File: src/rtl/dpwm_dither.sv
module dpwm_dither #(
  parameter int CW = 5,
  parameter int FW = 5
) (
  input  logic          clk,
  input  logic          rst_n,
  input  logic          period_start,
  input  logic [CW+FW-1:0] duty_cmd,
  output logic          pwm_out,
  output logic          period_mark
);

  localparam int DW    = CW + FW;
  localparam int SLOTS = 1 << CW;

  logic [DW-1:0] duty_q;
  logic [CW:0]   slot_q;
  logic [FW-1:0] phase_q;
  logic [FW-1:0] phase_rev;
  logic          ext_q;
  logic          mark_q;
  logic          full_on;
  logic [CW:0]   width;

  always_comb begin
    for (int i = 0; i < FW; i++) phase_rev[i] = phase_q[FW-1-i];
  end

  assign full_on = &duty_q;
  assign width   = {1'b0, duty_q[DW-1:FW]} + {{CW{1'b0}}, ext_q};

  always_ff @(posedge clk or negedge rst_n) begin
    if (!rst_n) begin
      duty_q  <= '0;
      slot_q  <= (CW+1)'(SLOTS);
      phase_q <= '0;
      ext_q   <= 1'b0;
      mark_q  <= 1'b0;
    end else begin
      mark_q <= period_start;
      if (period_start) begin
        duty_q  <= duty_cmd;
        slot_q  <= '0;
        phase_q <= phase_q + 1'b1;
        ext_q   <= phase_rev < duty_cmd[FW-1:0];
      end else if (slot_q != (CW+1)'(SLOTS)) begin
        slot_q <= slot_q + 1'b1;
      end
    end
  end

  assign pwm_out     = full_on | (slot_q < width);
  assign period_mark = mark_q;

  assert_mark_follows_R2: assert property (@(posedge clk) disable iff (!rst_n)
    period_start |=> period_mark);
  assert_mark_only_R2: assert property (@(posedge clk) disable iff (!rst_n)
    !period_start |=> !period_mark);
  assert_hold_cmd_R3: assert property (@(posedge clk) disable iff (!rst_n)
    !period_start |=> $stable(duty_q));
  assert_ext_needs_fine_R5: assert property (@(posedge clk) disable iff (!rst_n)
    ext_q |-> (duty_q[FW-1:0] != '0));
  assert_zero_quiet_R7: assert property (@(posedge clk) disable iff (!rst_n)
    (duty_q == '0) |-> !pwm_out);
  assert_full_high_R8: assert property (@(posedge clk) disable iff (!rst_n)
    (&duty_q) |-> pwm_out);
  assert_idle_low_R9: assert property (@(posedge clk) disable iff (!rst_n)
    (slot_q == (CW+1)'(SLOTS) && !(&duty_q)) |-> !pwm_out);

endmodule

File: config.mk
export PLATFORM = sky130hd
export DESIGN_NAME = dpwm_dither
export DESIGN_NICKNAME = d
export VERILOG_FILES = /design/src/rtl/dpwm_dither.sv
export SDC_FILE = /design/constraint.sdc
export NUM_CORES = 1
export LEC_CHECK = 0
export BUFFER_PORTS_ARGS = -buffer_cell sky130_fd_sc_hd__clkbuf_2
export CAP_MARGIN = 10
export CORE_UTILIZATION = 56
export CTS_CLUSTER_SIZE = 12
export DETAILED_ROUTE_END_ITERATION = 16
export PLACE_DENSITY_LB_ADDON = 0.3
export SETUP_SLACK_MARGIN = 0.2
export SLEW_MARGIN = 5
export SYNTH_ARGS = -nofsm -noshare
export SYNTH_HDL_FRONTEND = slang
export SYNTH_SLANG_ARGS = --single-unit
File: constraint.sdc
create_clock -name clk -period 2.15 [get_ports clk]
set_input_delay 0.215 -clock clk [delete_from_list [all_inputs] [get_ports clk]]
set_output_delay 0.215 -clock clk [all_outputs]
set_load 0.005 [all_outputs]
==> summary.md, run 1 <==
| Metric | Value |
|---|---|
| Later-pin clock latency in the skew report | `between 0.3 and 0.4 ns` |
| Starting Density | `~61%` |
| All-Layer GR Usage | `between 20% and 30%` |
| Status | `finished, violations left` |
| Most numerous cell in the Yosys netlist | `dfrtp_1` |
| Largest area contributor in the netlist | `dfrtp_1` |
| Die ar. | `2410 um^2` |
| Slew headroom | `62.6%` |
| Total Wirelength | `between 2000 and 2500 um` |
| Hold Crit Class | `input port to register` |
| Post-layout nets | `approximately 150` |
| TritonCTS Buffers | `3` |
| FP Rows | `16` |
| Area of the multi-input gates | `~700 um^2` |
| Synth Flop Type | `dfrtp_1` |
| Logic pwr share | `a little under a third` |
| Reg2reg setup slack | `~0.77 ns` |
| CP Capture Type | `primary output` |
| Top cells by instance count after synthesis | `dfrtp_1 (22), ha_1 (14), mux2_2 (11)` |
| Slew Limit Fails | `0` |
| Final global-route overflow total | `0` |
| Power Density | `790 nW/um^2` |
| Sequential Power Share | `a little over half` |
| Skew final | `between 0.01 and 0.015 ns` |
| Critical R2R Launch | `slot_q[0]$_DFFE_PN0P_` |
| Startpoint Class | `register` |
| Layout Cells excl Fill | `roughly 150` |
| Area growth from synthesis to layout | `17.7%` |
| CP Class | `register to primary output` |
| First-pass GRT wire length | `roughly 3900 um` |
| Reg2Reg Depth | `5` |
| Sequential share of the synthesized area | `a little under half` |
| PortBufs | `14` |
| Avg Inst Size Synth | `about 12 um^2` |
| Tcrit/Tclk final | `112%` |
| Synth Area in Compound Gates | `~6%` |
| Switching Power | `0.000366 W` |
| Least-Margin Pin Slew | `0.561 ns` |
| First drt pass iteration count | `4` |
| Depth of the CTS H-tree | `1` |
| Mux cell area share after synthesis | `between 10% and 20%` |
| Worst-case clock buffer depth | `2` |
| Worst vdd ir | `between 500 and 600 uV` |
| Main combinational cell family by area after synthesis | `adder cells` |
| WP data required | `1.93 ns` |
| Fmax | `415 MHz` |
| Fillers | `140` |
| Worst setup path start | `duty_q[5]$_DFFE_PN0P_` |
| Synth warn | `0` |
| Die span in x | `about 49 um` |
| Number of global-route vias before repair | `around 950` |
| Leakage | `approximately 0.68 nW` |
| DP Area | `around 1300 um^2` |
| Routability cong. | `approximately 0.76` |
| Max_cap viols | `0` |
| Residual DRC | `0` |
| Yosys reg bits | `23` |
| Die height | `between 40 and 50 um` |
| Reg2reg end | `slot_q[1]$_DFFE_PN0P_` |
| # diodes | `0` |
| Number of synthesized flops with an enable pin | `0` |
| Area share of the largest cell type after synthesis | `between 40% and 50%` |
| Hold Path Origin | `duty_cmd[6]` |
| Fin crit period | `about 2.4 ns` |
| Dpl cells | `about 150` |
| Mapped Nets | `133` |
| Simple-gate share of the synthesized area | `9.99%` |
| Post-synth cell types | `27` |
| CTS tree | `built` |
| Pre-CTS setup slack | `-0.0338 ns` |
| Clk slew on worst S/H paths | `between 0.1 and 0.15 ns` |
| CTS Root Cell | `clkbuf_4` |
| Detail Placement HPWL | `1520 um` |
| Post-Synth XOR/XNOR Area | `about 8.5%` |
| 1st-iter DRT viols | `4` |
| Worst-case hold path end point | `duty_q[6]$_DFFE_PN0P_` |
| Routed vias/inst | `between 5 and 6` |
| Seq. cell area | `approximately 580 um^2` |
| Synth top area cells | `dfrtp_1 (44%), ha_1 (14%), mux2_2 (10%)` |
| Largest net degree at the start of global routing | `24` |
| Fin area | `between 1000 and 1500 um^2` |
| Post-Syn Instances | `between 100 and 150` |
| Clock Sinks | `23` |
| Final setup vio count | `1` |
| Cell area after synthesis | `1240 um^2` |
| IO Count | `15` |
| Worst-path fanout max | `3` |
| Avg WL per Cell | `between 10 and 15 um` |
| Fin worst setup slack | `-0.259 ns` |
| Violated checks | `negative setup slack` |
| Ys async rst share | `100%` |
| Crit path arrival time | `between 2 and 2.5 ns` |
| Routed via count | `between 800 and 900` |
| Hold Violations, Final | `0` |
| Pint | `a little under 0.0008 W` |
| RSZ-0062 raised after global routing | `yes` |
| Core Area | `between 2000 and 2500 um^2` |
| Post-Synth Adder-Cell Area | `14.1%` |
| Layout cells sized above 1 | `roughly a third` |
| Sw Share | `about a third` |
| Clk pwr share | `approximately 18%` |
| Initial antenna violation count | `0` |
| Hold_ws | `0.113 ns` |
| Post-DRT Antenna Nets | `0` |
| Hold depth | `2` |
## routing by layer
metal	routed length [um]	part of all wire [%]	vias to the layer above	global-route usage, %
met4	84	3.7	0	11.3
met1	915	40	412	23.7
met3	81	3.6	11	5.61
li1	-	-	412	-
met2	1190	52	19	38.7
met5	0	0	-	0
## worst max path at each step
| stage | endpoint | cells past startpoint |
|---|---|---|
| after floorplan | pwm_out | 9 |
| after global placement | pwm_out | 10 |
| after detailed placement | pwm_out | 10 |
| after CTS | pwm_out | 10 |
| after global routing | pwm_out | 10 |
| final | pwm_out | 10 |
## final cells by class
class | instances | share of cell area (%)
clock buffer | 3 | 1.54
inverter | 8 | 2.06
multi-input combinational | 72 | 46.7
sequential | 23 | 39.5
tap | 27 | 2.32
clock inverter | 1 | 0.343
timing repair buffer | 19 | 7.55
## sequential cells by signal (all words and copies together) (netlist names)
signal and count:
duty_q 10, slot_q 6, phase_q 5, ext_q 1
period_mark 1
## cells by family (layout without fill, tap and decap cells)
| group | Yosys count | count (layout) |
|---|---|---|
| xor gates and xnor gates | 12 | 12 |
| DFF | 23 | 23 |
| buffers and inverters | 11 | 31 |
| AOI/OAI and AO/OA | 10 | 10 |
| adders and majority gates | 14 | 14 |
| and+or+nand+nor | 24 | 24 |
| muxes | 12 | 12 |
## power by group through the flow
stage	Sequential (W)	Clock [W]	Combinational, W
global route	0.000609	0.000228	0.000406
detailed placement	0.000600	0	0.000295
floorplan	0.000582	0	0.000224
CTS	0.000592	0.000211	0.000330
finish	0.000599	0.000202	0.000351
global placement	0.000598	0	0.000280
## cells in the final DEF, fill, tap and decap left out, types with 2 or more instances in the layout
master and instances:
dfrtp_1 22, clkbuf_2 13, mux2_2 11, ha_1 11
inv_1 8, xnor2_1 7, nor2_1 6, nand4_1 5
xor2_1 4, buf_4 4, nand2_1 3, ha_4 3
clkbuf_4 3, nand2b_1 2, nand3_1 2, nor3_1 2
## repair_timing
| item | in CTS | in global routing |
|---|---|---|
| resized for setup | 7 | 5 |
| endpoints found under the hold margin | 22 | 0 |
| hold buffers | 1 | 0 |
| gates cloned | 0 | 0 |
| pin swaps | 5 | 2 |
| setup buffers | 3 | 0 |
| endpoints found under the setup margin | 1 | 1 |
## critical path, cell delays in order (launching register included)
cell     delay, ns
dfrtp_1       0.42
ha_4          0.17
ha_4          0.15
nand3_4       0.08
xor2_2        0.15
ha_1          0.34
a41o_1        0.21
a21oi_2       0.09
o21ai_1       0.07
o31ai_1       0.06
buf_2         0.14
## stage by stage
step | TNS, ns | util [%] | power (W)
floorplan | 0 | - | 0.000806
detailed placement | -0.0338 | 65.9 | 0.000895
global route | -0.409 | 72.2 | 0.00124
CTS | -0.250 | 70.7 | 0.00113
finish | -0.259 | 72.2 | 0.00115
global placement | 0 | 65.9 | 0.000877
No activity file was read; power rests on OpenSTA's default activity.
==> run 2: changes to the inputs <==
Settings changed: CORE_MARGIN set to 1.5, CTS_CLUSTER_SIZE 12 to 25.
==> summary.md, run 2 (synthesis results as in run 1) <==
| Metric | Value |
|---|---|
| Later-pin clock latency in the skew report | `0.30 ns (-0.02 ns)` |
| Power Density | `783 nW/um^2 (-0.79%)` |
| Largest net degree at the start of global routing | `24 (unchanged)` |
| First drt pass iteration count | `4 (unchanged)` |
| PortBufs | `14 (unchanged)` |
| First-pass GRT wire length | `3780 um (-2.8%)` |
| Fin crit period | `2.44 ns (+0.0317 ns)` |
| Final global-route overflow total | `0 (unchanged)` |
| Least-Margin Pin Slew | `0.574 ns (+0.0130 ns)` |
| Tcrit/Tclk final | `114% (+1.5 points)` |
| Hold_ws | `0.132 ns (+0.0189 ns)` |
| Total Wirelength | `2210 um (-2.4%)` |
| All-Layer GR Usage | `20.6% (-1.2 points)` |
| Avg WL per Cell | `14.5 um (-2.4%)` |
| Dpl cells | `145 (unchanged)` |
| Initial antenna violation count | `0 (unchanged)` |
| Fin worst setup slack | `-0.291 ns (-0.0317 ns)` |
| Core Area | `2020 um^2 (unchanged)` |
| IO Count | `15 (unchanged)` |
| Fin area | `1440 um^2 (-1.1%)` |
| Routed via count | `851 (-0.35%)` |
| FP Rows | `16 (unchanged)` |
| Clk slew on worst S/H paths | `0.12 ns (about the same)` |
| Slew Limit Fails | `0 (unchanged)` |
| Largest registers | `duty_q x10, slot_q x6, phase_q x5` |
| Fillers | `140 (unchanged)` |
| Routability cong. | `0.766 (+0.49%)` |
| Top Metal Used | `met4` |
| Worst-path fanout max | `3 (unchanged)` |
| DP Area | `1330 um^2 (unchanged)` |
| Finished Core Util | `71.3% (-0.80 points)` |
| Seq. cell area | `577 um^2 (unchanged)` |
| Violated checks | `negative setup slack` |
| Worst-case clock buffer depth | `2 (unchanged)` |
| Die span in x | `50.1 um (+2.0%)` |
| DR WL met3 | `67 um (-17%)` |
| Final setup vio count | `1 (unchanged)` |
| Commonest non-fill, non-tap cell in the layout | `dfrtp_1` |
| Most frequent cells in the layout | `dfrtp_1 (22), clkbuf_2 (13), mux2_2 (11), ha_1 (11), inv_1 (8)` |
| Startpoint Class | `register` |
| Wire length on met2 | `1140 um (-4.0%)` |
| Max_cap viols | `0 (unchanged)` |
| CTS Root Cell | `clkbuf_4` |
| CTS tree | `built` |
| Met1 WL | `974 um (+6.4%)` |
| Hold Crit Class | `input port to register` |
| Post-DRT Antenna Nets | `0 (unchanged)` |
| Residual DRC | `0 (unchanged)` |
| Hold Violations, Final | `0 (unchanged)` |
| Detail Placement HPWL | `1560 um (+2.7%)` |
| Clock Sinks | `23 (unchanged)` |
| Skew final | `0.00106 ns (-0.00904 ns)` |
| Depth of the CTS H-tree | `1 (unchanged)` |
| # diodes | `0 (unchanged)` |
| Starting Density | `61.3% (unchanged)` |
| Die height | `50.1 um (+2.0%)` |
| CP Capture Type | `primary output` |
| Layout Cells excl Fill | `153 (unchanged)` |
| Worst vdd ir | `578 uV (+13%)` |
| TNS Setup | `-0.291 ns (-0.0317 ns)` |
| WP data required | `1.93 ns (about the same)` |
| Crit path arrival time | `2.23 ns (+0.04 ns)` |
| Area growth from synthesis to layout | `16.3%` |
| Status | `finished, violations left` |
| Die ar. | `2510 um^2 (+4.1%)` |
| Fmax | `410 MHz (-1.3%)` |
| Number of flip-flops in the largest register | `10 (unchanged)` |
| 1st-iter DRT viols | `5 (+1)` |
| Slew headroom | `61.8% (-0.87 points)` |
| Number of global-route vias before repair | `876 (-7.6%)` |
| CP Class | `register to primary output` |
| Routed vias/inst | `5.56 (-0.35%)` |
| Area of the multi-input gates | `666 um^2 (-2.2%)` |
| Leakage | `0.672 nW (-0.74%)` |
| Post-layout nets | `154 (unchanged)` |
| Layout cells sized above 1 | `31.7% (-1.6 points)` |
| TritonCTS Buffers | `3 (unchanged)` |
| RSZ-0062 raised after global routing | `yes` |
| Largest Register | `duty_q` |
[run 2: per-layer routing]
| layer | GRT usage, % | vias to the layer above |
|---|---|---|
| met2 | 34.9 | 12 |
| met5 | 0 | - |
| met3 | 4.24 | 4 |
| li1 | - | 415 |
| met1 | 25.1 | 420 |
| met4 | 8.80 | 0 |
[run 2: metrics by stage]
step / power [W] / worst slack, ns
6_report: 0.00113 / -0.291
5_1_grt: 0.00123 / -0.421
4_1_cts: 0.00113 / -0.272
3_5_place_dp: 0.000901 / -0.0591
3_3_place_gp: 0.000877 / 0.0442
2_1_floorplan: 0.000806 / 0.206
[run 2: what timing repair did]
item | in CTS | in global routing
hold buffers | 1 | 0
pin swaps | 3 | 5
gates resized for setup | 6 | 4
endpoints found under the setup margin | 1 | 1
endpoints found under the hold margin | 22 | 0
setup buffers | 3 | 0
[run 2: final cells by class]
| cell class | count | share of cell area, % |
|---|---|---|
| clock buffers | 4 | 1.82 |
| inverters | 8 | 2.08 |
| multi-input cells | 72 | 46.1 |
| flip-flops and latches | 23 | 40.0 |
| well taps | 27 | 2.34 |
| repair buffers | 19 | 7.63 |
[run 2: report_power, final]
| part | switching [W] | internal [W] | total (W) |
|---|---|---|---|
| clock network | 0.000123 | 0.0000724 | 0.000195 |
| registers | 0.0000868 | 0.000515 | 0.000601 |
| logic | 0.000139 | 0.000194 | 0.000334 |
| total | 0.000349 | 0.000781 | 0.00113 |
[run 2: final timing paths]
| kind | from | to | slack [ns] | depth (start not counted) |
|---|---|---|---|---|
| setup / recovery | duty_q[5]$_DFFE_PN0P_ | pwm_out | -0.29 | 10 |
| hold / removal | duty_cmd[5] | duty_q[5]$_DFFE_PN0P_ | 0.13 | 2 |
| setup reg to reg | slot_q[0]$_DFFE_PN0P_ | slot_q[1]$_DFFE_PN0P_ | 0.79 | 5 |
| hold reg to reg | phase_q[4]$_DFFE_PN0P_ | phase_q[4]$_DFFE_PN0P_ | 0.47 | 1 |
| max in group asynchronous | rst_n | slot_q[5]$_DFFE_PN1P_ | 1.35 | 2 |
| min in group asynchronous | rst_n | slot_q[3]$_DFFE_PN0P_ | 0.42 | 2 |
[run 2: worst max-delay path, stage by stage, from the launching register on]
cell and delay (ns):
dfrtp_1 0.44, ha_4 0.19, ha_4 0.15, nand3_2 0.07, xor2_1 0.16, ha_1 0.28
a41o_1 0.20, a21oi_2 0.11, o21ai_1 0.08, o31ai_1 0.07, buf_2 0.16
